==> config.mk <==
export PLATFORM = sky130hd
export DESIGN_NAME = async_tx_rategen
export DESIGN_NICKNAME = d
export VERILOG_FILES = /design/src/rtl/async_tx_pkg.sv /design/src/rtl/async_tx_rate_gen.sv /design/src/rtl/async_tx_shifter.sv /design/src/rtl/async_tx_rategen.sv
export SDC_FILE = /design/constraint.sdc
export NUM_CORES = 1
export LEC_CHECK = 0
export ABC_AREA = 1
export BUFFER_PORTS_ARGS = -buffer_cell sky130_fd_sc_hd__buf_2
export CAP_MARGIN = 10
export CORE_MARGIN = 3
export CORE_UTILIZATION = 59
export CTS_CLUSTER_SIZE = 25
export DETAILED_ROUTE_END_ITERATION = 12
export PLACE_DENSITY = 0.91
export SLEW_MARGIN = 15
export SYNTH_ARGS = -nofsm -noshare
export SYNTH_HDL_FRONTEND = slang
export SYNTH_SLANG_ARGS = --single-unit
==> constraint.sdc <==
create_clock -name clk -period 2.1 [get_ports clk]
set_clock_uncertainty 0.2 [all_clocks]
set_input_delay 0.42 -clock clk [delete_from_list [all_inputs] [get_ports clk]]
set_output_delay 0.42 -clock clk [all_outputs]
set_load 0.02 [all_outputs]
==> src/rtl/async_tx_pkg.sv <==
package async_tx_pkg;

    // Factor of the first divider stage for each 2-bit code
    function automatic logic [3:0] prescale_factor(input logic [1:0] code);
        case (code)
            2'b00:   return 4'd1;
            2'b01:   return 4'd3;
            2'b10:   return 4'd4;
            default: return 4'd13;
        endcase
    endfunction

    // What the shifter is currently producing on the line
    typedef enum logic [1:0] {
        FR_IDLE  = 2'd0,
        FR_CHAR  = 2'd1,
        FR_BREAK = 2'd2,
        FR_GAP   = 2'd3
    } frame_kind_e;

endpackage

==> src/rtl/async_tx_rate_gen.sv <==
module async_tx_rate_gen
    import async_tx_pkg::*;
#(
    parameter int SEL_W = 3,
    parameter int OVS   = 16
) (
    input  logic             clk,
    input  logic             rst_n,
    input  logic [1:0]       pre_sel,
    input  logic [SEL_W-1:0] rate_sel,
    output logic             sample_tick,
    output logic             bit_tick
);
    localparam int PRE_CNT_W = 4;
    localparam int DIV_W     = (1 << SEL_W) - 1;
    localparam int OVS_W     = $clog2(OVS);

    typedef struct packed {
        logic [PRE_CNT_W-1:0] pre_cnt;
        logic [DIV_W-1:0]     div_cnt;
        logic [OVS_W-1:0]     ovs_cnt;
        logic                 samp;
        logic                 bitp;
    } rate_state_t;

    rate_state_t st_d, st_q;

    logic [PRE_CNT_W-1:0] pre_lim;
    logic [DIV_W-1:0]     div_lim;
    logic                 pre_hit;
    logic                 div_hit;

    always_comb begin
        pre_lim = prescale_factor(pre_sel) - 4'd1;
        div_lim = DIV_W'((32'd1 << rate_sel) - 32'd1);
        // A code change can leave a counter above its new limit: wrap then too
        pre_hit = (st_q.pre_cnt >= pre_lim);
        div_hit = (st_q.div_cnt >= div_lim);

        st_d      = st_q;
        st_d.samp = 1'b0;
        st_d.bitp = 1'b0;
        if (pre_hit) begin
            st_d.pre_cnt = '0;
            if (div_hit) begin
                st_d.div_cnt = '0;
                st_d.samp    = 1'b1;
                if (st_q.ovs_cnt == OVS_W'(OVS - 1)) begin
                    st_d.ovs_cnt = '0;
                    st_d.bitp    = 1'b1;
                end else begin
                    st_d.ovs_cnt = st_q.ovs_cnt + 1'b1;
                end
            end else begin
                st_d.div_cnt = st_q.div_cnt + 1'b1;
            end
        end else begin
            st_d.pre_cnt = st_q.pre_cnt + 1'b1;
        end
    end

    always_ff @(posedge clk or negedge rst_n) begin
        if (!rst_n) begin
            st_q <= '0;
        end else begin
            st_q <= st_d;
        end
    end

    assign sample_tick = st_q.samp;
    assign bit_tick    = st_q.bitp;

endmodule

==> src/rtl/async_tx_shifter.sv <==
module async_tx_shifter
    import async_tx_pkg::*;
#(
    parameter int DATA_W = 8
) (
    input  logic              clk,
    input  logic              rst_n,
    input  logic              bit_tick,
    input  logic              tx_en,
    input  logic              brk_en,
    input  logic              nine_mode,
    input  logic              wr_stb,
    input  logic [DATA_W-1:0] wr_data,
    input  logic              wr_bit8,
    output logic              txd,
    output logic              tx_empty,
    output logic              tx_done
);
    localparam int SH_W  = DATA_W + 2;
    localparam int CNT_W = $clog2(DATA_W + 3);

    typedef struct packed {
        frame_kind_e       kind;
        logic              txd;
        logic [CNT_W-1:0]  cnt;
        logic [SH_W-1:0]   sh;
        logic [DATA_W-1:0] hold;
        logic              hold_b8;
        logic              full;
        logic              done;
    } tx_state_t;

    localparam tx_state_t RESET_ST = '{
        kind:    FR_IDLE,
        txd:     1'b1,
        cnt:     '0,
        sh:      '1,
        hold:    '0,
        hold_b8: 1'b0,
        full:    1'b0,
        done:    1'b1
    };

    tx_state_t st_d, st_q;

    logic [CNT_W-1:0] frame_cnt;
    logic             shifting;
    logic             brk_req;

    always_comb begin
        // Bits that follow the start bit: data plus stop
        frame_cnt = nine_mode ? CNT_W'(DATA_W + 2) : CNT_W'(DATA_W + 1);
        shifting  = ((st_q.kind == FR_CHAR) || (st_q.kind == FR_BREAK))
                    && (st_q.cnt != '0);
        brk_req   = brk_en && tx_en;

        st_d = st_q;
        if (bit_tick) begin
            if (shifting) begin
                st_d.txd = st_q.sh[0];
                st_d.sh  = {1'b1, st_q.sh[SH_W-1:1]};
                st_d.cnt = st_q.cnt - 1'b1;
            end else if ((st_q.kind == FR_BREAK) && !brk_req) begin
                // Break withdrawn: one full high bit before anything else
                st_d.kind = FR_GAP;
                st_d.txd  = 1'b1;
                st_d.cnt  = '0;
            end else if (brk_req) begin
                st_d.kind = FR_BREAK;
                st_d.txd  = 1'b0;
                st_d.sh   = '0;
                st_d.cnt  = frame_cnt;
                st_d.done = 1'b0;
            end else if (tx_en && st_q.full) begin
                st_d.kind = FR_CHAR;
                st_d.txd  = 1'b0;
                st_d.sh   = {1'b1, (nine_mode ? st_q.hold_b8 : 1'b1), st_q.hold};
                st_d.cnt  = frame_cnt;
                st_d.full = 1'b0;
            end else begin
                if ((st_q.kind != FR_IDLE) && !st_q.full) begin
                    st_d.done = 1'b1;
                end
                st_d.kind = FR_IDLE;
                st_d.txd  = 1'b1;
            end
        end

        // A write after a load in the same cycle becomes the next pending one
        if (wr_stb) begin
            st_d.hold    = wr_data;
            st_d.hold_b8 = wr_bit8;
            st_d.full    = 1'b1;
            st_d.done    = 1'b0;
        end
    end

    always_ff @(posedge clk or negedge rst_n) begin
        if (!rst_n) begin
            st_q <= RESET_ST;
        end else begin
            st_q <= st_d;
        end
    end

    assign txd      = st_q.txd;
    assign tx_empty = !st_q.full;
    assign tx_done  = st_q.done;

endmodule

==> src/rtl/async_tx_rategen.sv <==
module async_tx_rategen
    import async_tx_pkg::*;
#(
    parameter int DATA_W = 8,
    parameter int SEL_W  = 3,
    parameter int OVS    = 16
) (
    input  logic              clk,
    input  logic              rst_n,
    input  logic [1:0]        pre_sel,
    input  logic [SEL_W-1:0]  rate_sel,
    input  logic              tx_en,
    input  logic              brk_en,
    input  logic              nine_mode,
    input  logic              wr_stb,
    input  logic [DATA_W-1:0] wr_data,
    input  logic              wr_bit8,
    input  logic              ie_empty,
    input  logic              ie_done,
    output logic              txd,
    output logic              tx_empty,
    output logic              tx_done,
    output logic              sample_tick,
    output logic              irq
);
    logic bit_tick;

    async_tx_rate_gen #(
        .SEL_W (SEL_W),
        .OVS   (OVS)
    ) i_rate_gen (
        .clk         (clk),
        .rst_n       (rst_n),
        .pre_sel     (pre_sel),
        .rate_sel    (rate_sel),
        .sample_tick (sample_tick),
        .bit_tick    (bit_tick)
    );

    async_tx_shifter #(
        .DATA_W (DATA_W)
    ) i_shifter (
        .clk       (clk),
        .rst_n     (rst_n),
        .bit_tick  (bit_tick),
        .tx_en     (tx_en),
        .brk_en    (brk_en),
        .nine_mode (nine_mode),
        .wr_stb    (wr_stb),
        .wr_data   (wr_data),
        .wr_bit8   (wr_bit8),
        .txd       (txd),
        .tx_empty  (tx_empty),
        .tx_done   (tx_done)
    );

    assign irq = (tx_empty && ie_empty) || (tx_done && ie_done);

endmodule

### Word level (Yosys, flattened, before mapping)

Index checks and enable logic that the tools add are counted.

* bits of input ports: 22
* register bits after elaboration: 45
* output and inout bits: 5
* word-level logic and storage cells: 82

* reduce and logical (&&, ||, !) cells: 25
* shift-type cells: 1
* multiplexer cells: 24
* add/sub/neg operators: 6
* eq/ne operators: 10
* $lt $le $gt $ge: 2
* bitwise operators: 1

Operators with widths (count)
* $mux 17: 1
* $mux 2: 8
* $mux 15: 1
* $mux 14: 1
* $mux 7: 2
* $pmux 4 s3: 1
* $mux 10: 1
* $reduce_and 5->1: 2
* $add 4x1->4 const B: 2
* $mux 4: 2
* $reduce_bool 4->1: 2
* $sub 4x1->4 const B: 2
* $add 7x1->7 const B: 1
* $ge 7x7->1: 1
* $logic_and 1x1->1: 7
* $mux 1: 7
* $shl 1x3->7 const A: 1
* $sub 7x1->7 const B: 1
* $ne 2x2->1 const B: 3
* $reduce_and 2->1: 3
* $reduce_bool 2->1: 3
* $reduce_bool 3->1: 2
* $eq 2x1->1 const B: 2
* $eq 2x2->1 const B: 2
* other kinds (9): 11

### Depth between registers and ports, before layout

* depth after elaboration: 9
* gate-level depth with buffers: 11
* gate-level depth less buffers: 11

### Cells and area by module

Synthesis repeated with hierarchy kept, for this count alone.

* cells, all modules: 350
* area, all modules: 2647.5 um2

By module, submodules not included
* async_tx_shifter: cells an instance 194, seq. area each 715.7 um2, times used 1, area an instance 1473.9 um2
* async_tx_rate_gen: cells an instance 153, seq. area each 425.4 um2, times used 1, area an instance 1162.4 um2
* async_tx_rategen: cells an instance 3, seq. area each 0.0 um2, times used 1, area an instance 11.3 um2

### Least setup slack after synthesis

No wires, ideal clock.

* kind: in2reg
* start point: input port pre_sel[0]
* end point: register i_rate_gen.st_q[11] (netlist name)
* stages: 10
* library setup time: 117 ps
* buffers on the path: 1
* data arrival time: 1723 ps
* required time: 1783 ps
* path slack: 60 ps
* cell sequence: inv_1 -> ha_1 -> ha_1 -> inv_1 -> nor2_1 -> o21ai_0 -> nand3_2 -> buf_2 -> nand3_1 -> nand2_1

* word-level cells in the longest chain between the ends: 4
* elaborated cells between the ends (all ways): 6
* classes of those cells: add/sub (1); order compare (1); eq/ne (2); mux (1); reduce/logical (1)

RTL lines
* from (decl): RTL line async_tx_rategen.sv:10 `input logic [1:0] pre_sel,`
* $eq 2x2->1 (tied with other cells): RTL line async_tx_pkg.sv:5 `case (code)`
* $pmux 4 s3 *: RTL line async_tx_pkg.sv:5
* $sub 4x1->4 *: RTL line async_tx_rate_gen.sv:34 `pre_lim = prescale_factor(pre_sel) - 4'd1;`
* $ge 4x4->1 *: RTL line async_tx_rate_gen.sv:37 `pre_hit = (st_q.pre_cnt >= pre_lim);`
* to (signal assigned): RTL line async_tx_rate_gen.sv:66 `st_q <= st_d;`
* to (decl): RTL line async_tx_rate_gen.sv:26 `rate_state_t st_d, st_q;`

Every way passes the cells marked *; elsewhere a longest branch is shown, timed or not.
A chain may end at the register's enable or synchronous reset.

### Worst setup path in the final report

* start point: input port pre_sel[0]
* end point: register i_rate_gen.st_q[4] (netlist name)

* word-level cells in the longest chain between the ends: 5
* elaborated cells between the ends (all ways): 7
* classes of those cells: add/sub (1); order compare (1); eq/ne (2); mux (1); reduce/logical (2)

RTL lines (RTL line)
* $eq 2x2->1 (tied with other cells): async_tx_pkg.sv:5
* $pmux 4 s3 *: async_tx_pkg.sv:5
* $sub 4x1->4 *: async_tx_rate_gen.sv:34
* $ge 4x4->1 *: async_tx_rate_gen.sv:37
* $reduce_and 2->1 (no source line) *

Marked as above.

==> impl_metrics.toml <==
[clocking]
cts.htree.levels = 2
clk_pin_slew_ns = 0.09
clk-insertion-delay-late_ns = 0.31
cts_buffer_depth = 2
clk_root_buffer_cell = "clkbuf_8"
cts_inserted_buffers = 5
cts_tree = "yes"
clock_sinks = 45

[place]
dpl_cell_area_sq_um = 2810
place_inst = 414
io_buffers = 26
place_congestion = 0.875
preCtsSetupSlack_ns = -0.119
hpwl_um = 3600

[detailed_routing]
routed.top_layer = "met4"
route.met2.wl_um = 2400
met3_wirelength_um = 129
ant_nets = 0
dr.pass1.iters = 4
m1WireLength_um = 2130
finalWirelength_um = 4810
viasPerCell = 5.06
drt_iter0_drc = 168
wl_per_cell_um = 11.4
route.detailed.drc = 0
vias = 2140

[worst_setup_path]
crit_type = "in2reg"
worstPathArrival_ns = 1.90
endpoint_kind = "register"
crit_end = "i_rate_gen.st_q[4]"
worstPathRequired_ns = 2.09
r2r-start = "i_rate_gen.st_q[8]"
critPathMaxFanout = 7
worst-path-stages = 11
crit_buf_inv = 4
cp-startpoint = "pre_sel[0]"
slowest_stage = "ha_1"
path_cells = "buf_2 > inv_1 > ha_1 > ha_1 > inv_1 > nor2_1 > o21ai_0 > nand3_2 > buf_4 > nand3_1 > nand2_1"
crit_family = "adder cells"
r2r_setup_slack_ns = 0.26
worstSetupStartpointType = "input port"
rr_worst_depth = 8
slowest_delay_ns = 0.29
rr_endpoint = "i_rate_gen.st_q[4]"

[global_route]
track_usage = 0.203
grt_max_degree = 46
antenna_found_initial = 0
grt-ovfl-total = 0
grt_pass1_wl_um = 8360
first_global_vias = 1991

[floorplanning]
pin_count = 27
die_y_um = 72.4
core.rowCount = 23
die_area_sq_um = 5230
die_w_um = 72.4
core_sq_um = 4120
initial_core_util = 0.631

[synthesis]
syn_nets = 379
ys_seq_area_frac = 0.439
netlist_instances = 337
avgSynthCellArea_sq_um = 7.71
ys_ff_latch = 45
syn_area_sq_um = 2600
synth_warnings = 0
synth.distinct_cells = 25

[power_and_ir_drop]
intPower_mw = 1.56
seqPwrFrac = 0.450
netSwitchingFraction = 0.362
pwr-share-clk = 0.220
irDropWorstVdd_v = 0.000682
share_comb_of_total_power = 0.331
leakage_nw = 1.64
p_switching_mw = 0.884
powerDensity_nw_per_um2 = 840

[cells_and_area]
multiInputGateArea_sq_um = 1230
nFillCells = 317
drive_above_1_share = 0.166
layout.nets = 414
regArea_sq_um = 1140
diodes = 0
area_growth_pct = 11.9
design_area_sq_um = 2910
final-instance-count-excl-fill = 423

[sta]
min_period_ns = 1.90
drv_slew = 0
setup_viol = 0
finalHoldViolCount = 0
max_freq_mhz = 525
timing.hold.ws_ns = 0.107
setup_slack_ns = 0.196
period_share = 0.906
timing.slew.headroom = 0.633
rsz0062_at_grt = "false"
tightest_slew_ns = 0.551
setup_tns_ns = 0

[run_status]
status = "finished clean"

[worst_hold_path]
hold_depth = 3
min_path_type = "in2reg"

[flow_run]
cap_violations = 0
## sequential cells by signal, summed over array words and instances, names as in the netlist
| signal | cells |
|---|---|
| i_shifter.tx_done | 1 |
| i_rate_gen.bit_tick | 1 |
| i_rate_gen.st_q | 15 |
| i_shifter.st_q | 26 |
| i_rate_gen.sample_tick | 1 |
| i_shifter.txd | 1 |
## power groups by stage
| stage | clock [mW] | combinational [mW] | sequential (mW) |
|---|---|---|---|
| 6_report | 0.536 | 0.808 | 1.10 |
| 4_1_cts | 0.558 | 0.814 | 1.10 |
| 3_5_place_dp | 0 | 0.805 | 1.11 |
| 2_1_floorplan | 0 | 0.542 | 1.09 |
| 5_1_grt | 0.579 | 0.953 | 1.12 |
| 3_3_place_gp | 0 | 0.772 | 1.11 |
## placed cells by master, fill, tap and decap left out, types with 2 or more instances in the layout
master,n
ha_1,20
xor2_1,7
nand2_1,102
buf_2,26
nand3_1,34
a21oi_1,7
buf_4,8
clkbuf_8,5
nor2_1,28
xnor2_1,2
nand2_2,4
o21ai_0,23
inv_1,46
o21ai_1,4
dfstp_2,12
dfrtp_1,33
## cell usage after synthesis (all sizes together)
| cell | number | area (sq um) |
|---|---|---|
| a21oi | 8 | 43.8 |
| nand4 | 1 | 6.26 |
| inv | 47 | 176 |
| dfstp | 12 | 315 |
| xnor2 | 2 | 17.5 |
| nor2 | 28 | 105 |
| buf | 4 | 31.3 |
| nand3 | 35 | 180 |
| nand2 | 107 | 419 |
| clkbuf | 3 | 12.5 |
| dfrtp | 33 | 826 |
| xor2 | 7 | 61.3 |
| a22o | 1 | 8.76 |
| nor3 | 1 | 5.00 |
| o21ai | 27 | 135 |
| clkinv | 1 | 3.75 |
| ha | 20 | 250 |
## metal layers
layer	up-vias	global-route usage
met1	971	0.239
met3	17	0.0346
met5	-	0
met2	28	0.347
met4	0	0.119
li1	1124	-
## how the worst min path moves through the flow
stage,start,endpoint
2_1_floorplan,rst_n,i_rate_gen.bit_tick
3_3_place_gp,i_shifter.st_q[3],i_shifter.st_q[3]
3_5_place_dp,i_shifter.st_q[11],i_shifter.txd
4_1_cts,wr_data[4],i_shifter.st_q[7]
5_1_grt,wr_data[4],i_shifter.st_q[7]
6_report,wr_data[4],i_shifter.st_q[7]
## what timing repair did
action,4_1_cts,5_1_grt
hold buffers,1,0
setup endpoints to repair,0,1
gates resized for setup,0,1
hold endpoints to repair,18,0
buffers inserted,0,0
## cell type report
type,instances,area share
multi-input cells,237,0.424
flip-flops and latches,45,0.393
repair buffers,35,0.0689
inverters,48,0.0620
clock buffers,5,0.0237
well taps,50,0.0215
clock inverters,3,0.00732
## metrics by stage
step | power [mW] | util
global placement | 1.88 | 0.682
CTS | 2.47 | 0.706
finish | 2.44 | 0.706
global route | 2.65 | 0.706
floorplan | 1.63 | -
detailed placement | 1.92 | 0.682
## worst min-delay path: stages
cell and delay (ns):
buf_2 0.07, nand2_1 0.04, nand2_1 0.05
## logic make-up after synthesis
kind of cell	synth area share
adder cells (fa/ha/maj)	0.0963
AO/OA/AOI/OAI	0.0723
XOR/XNOR	0.0303
buffers and inverters	0.0862
AND/OR/NAND/NOR	0.276
flip-flops	0.439
No activity file was read; power rests on OpenSTA's default activity.
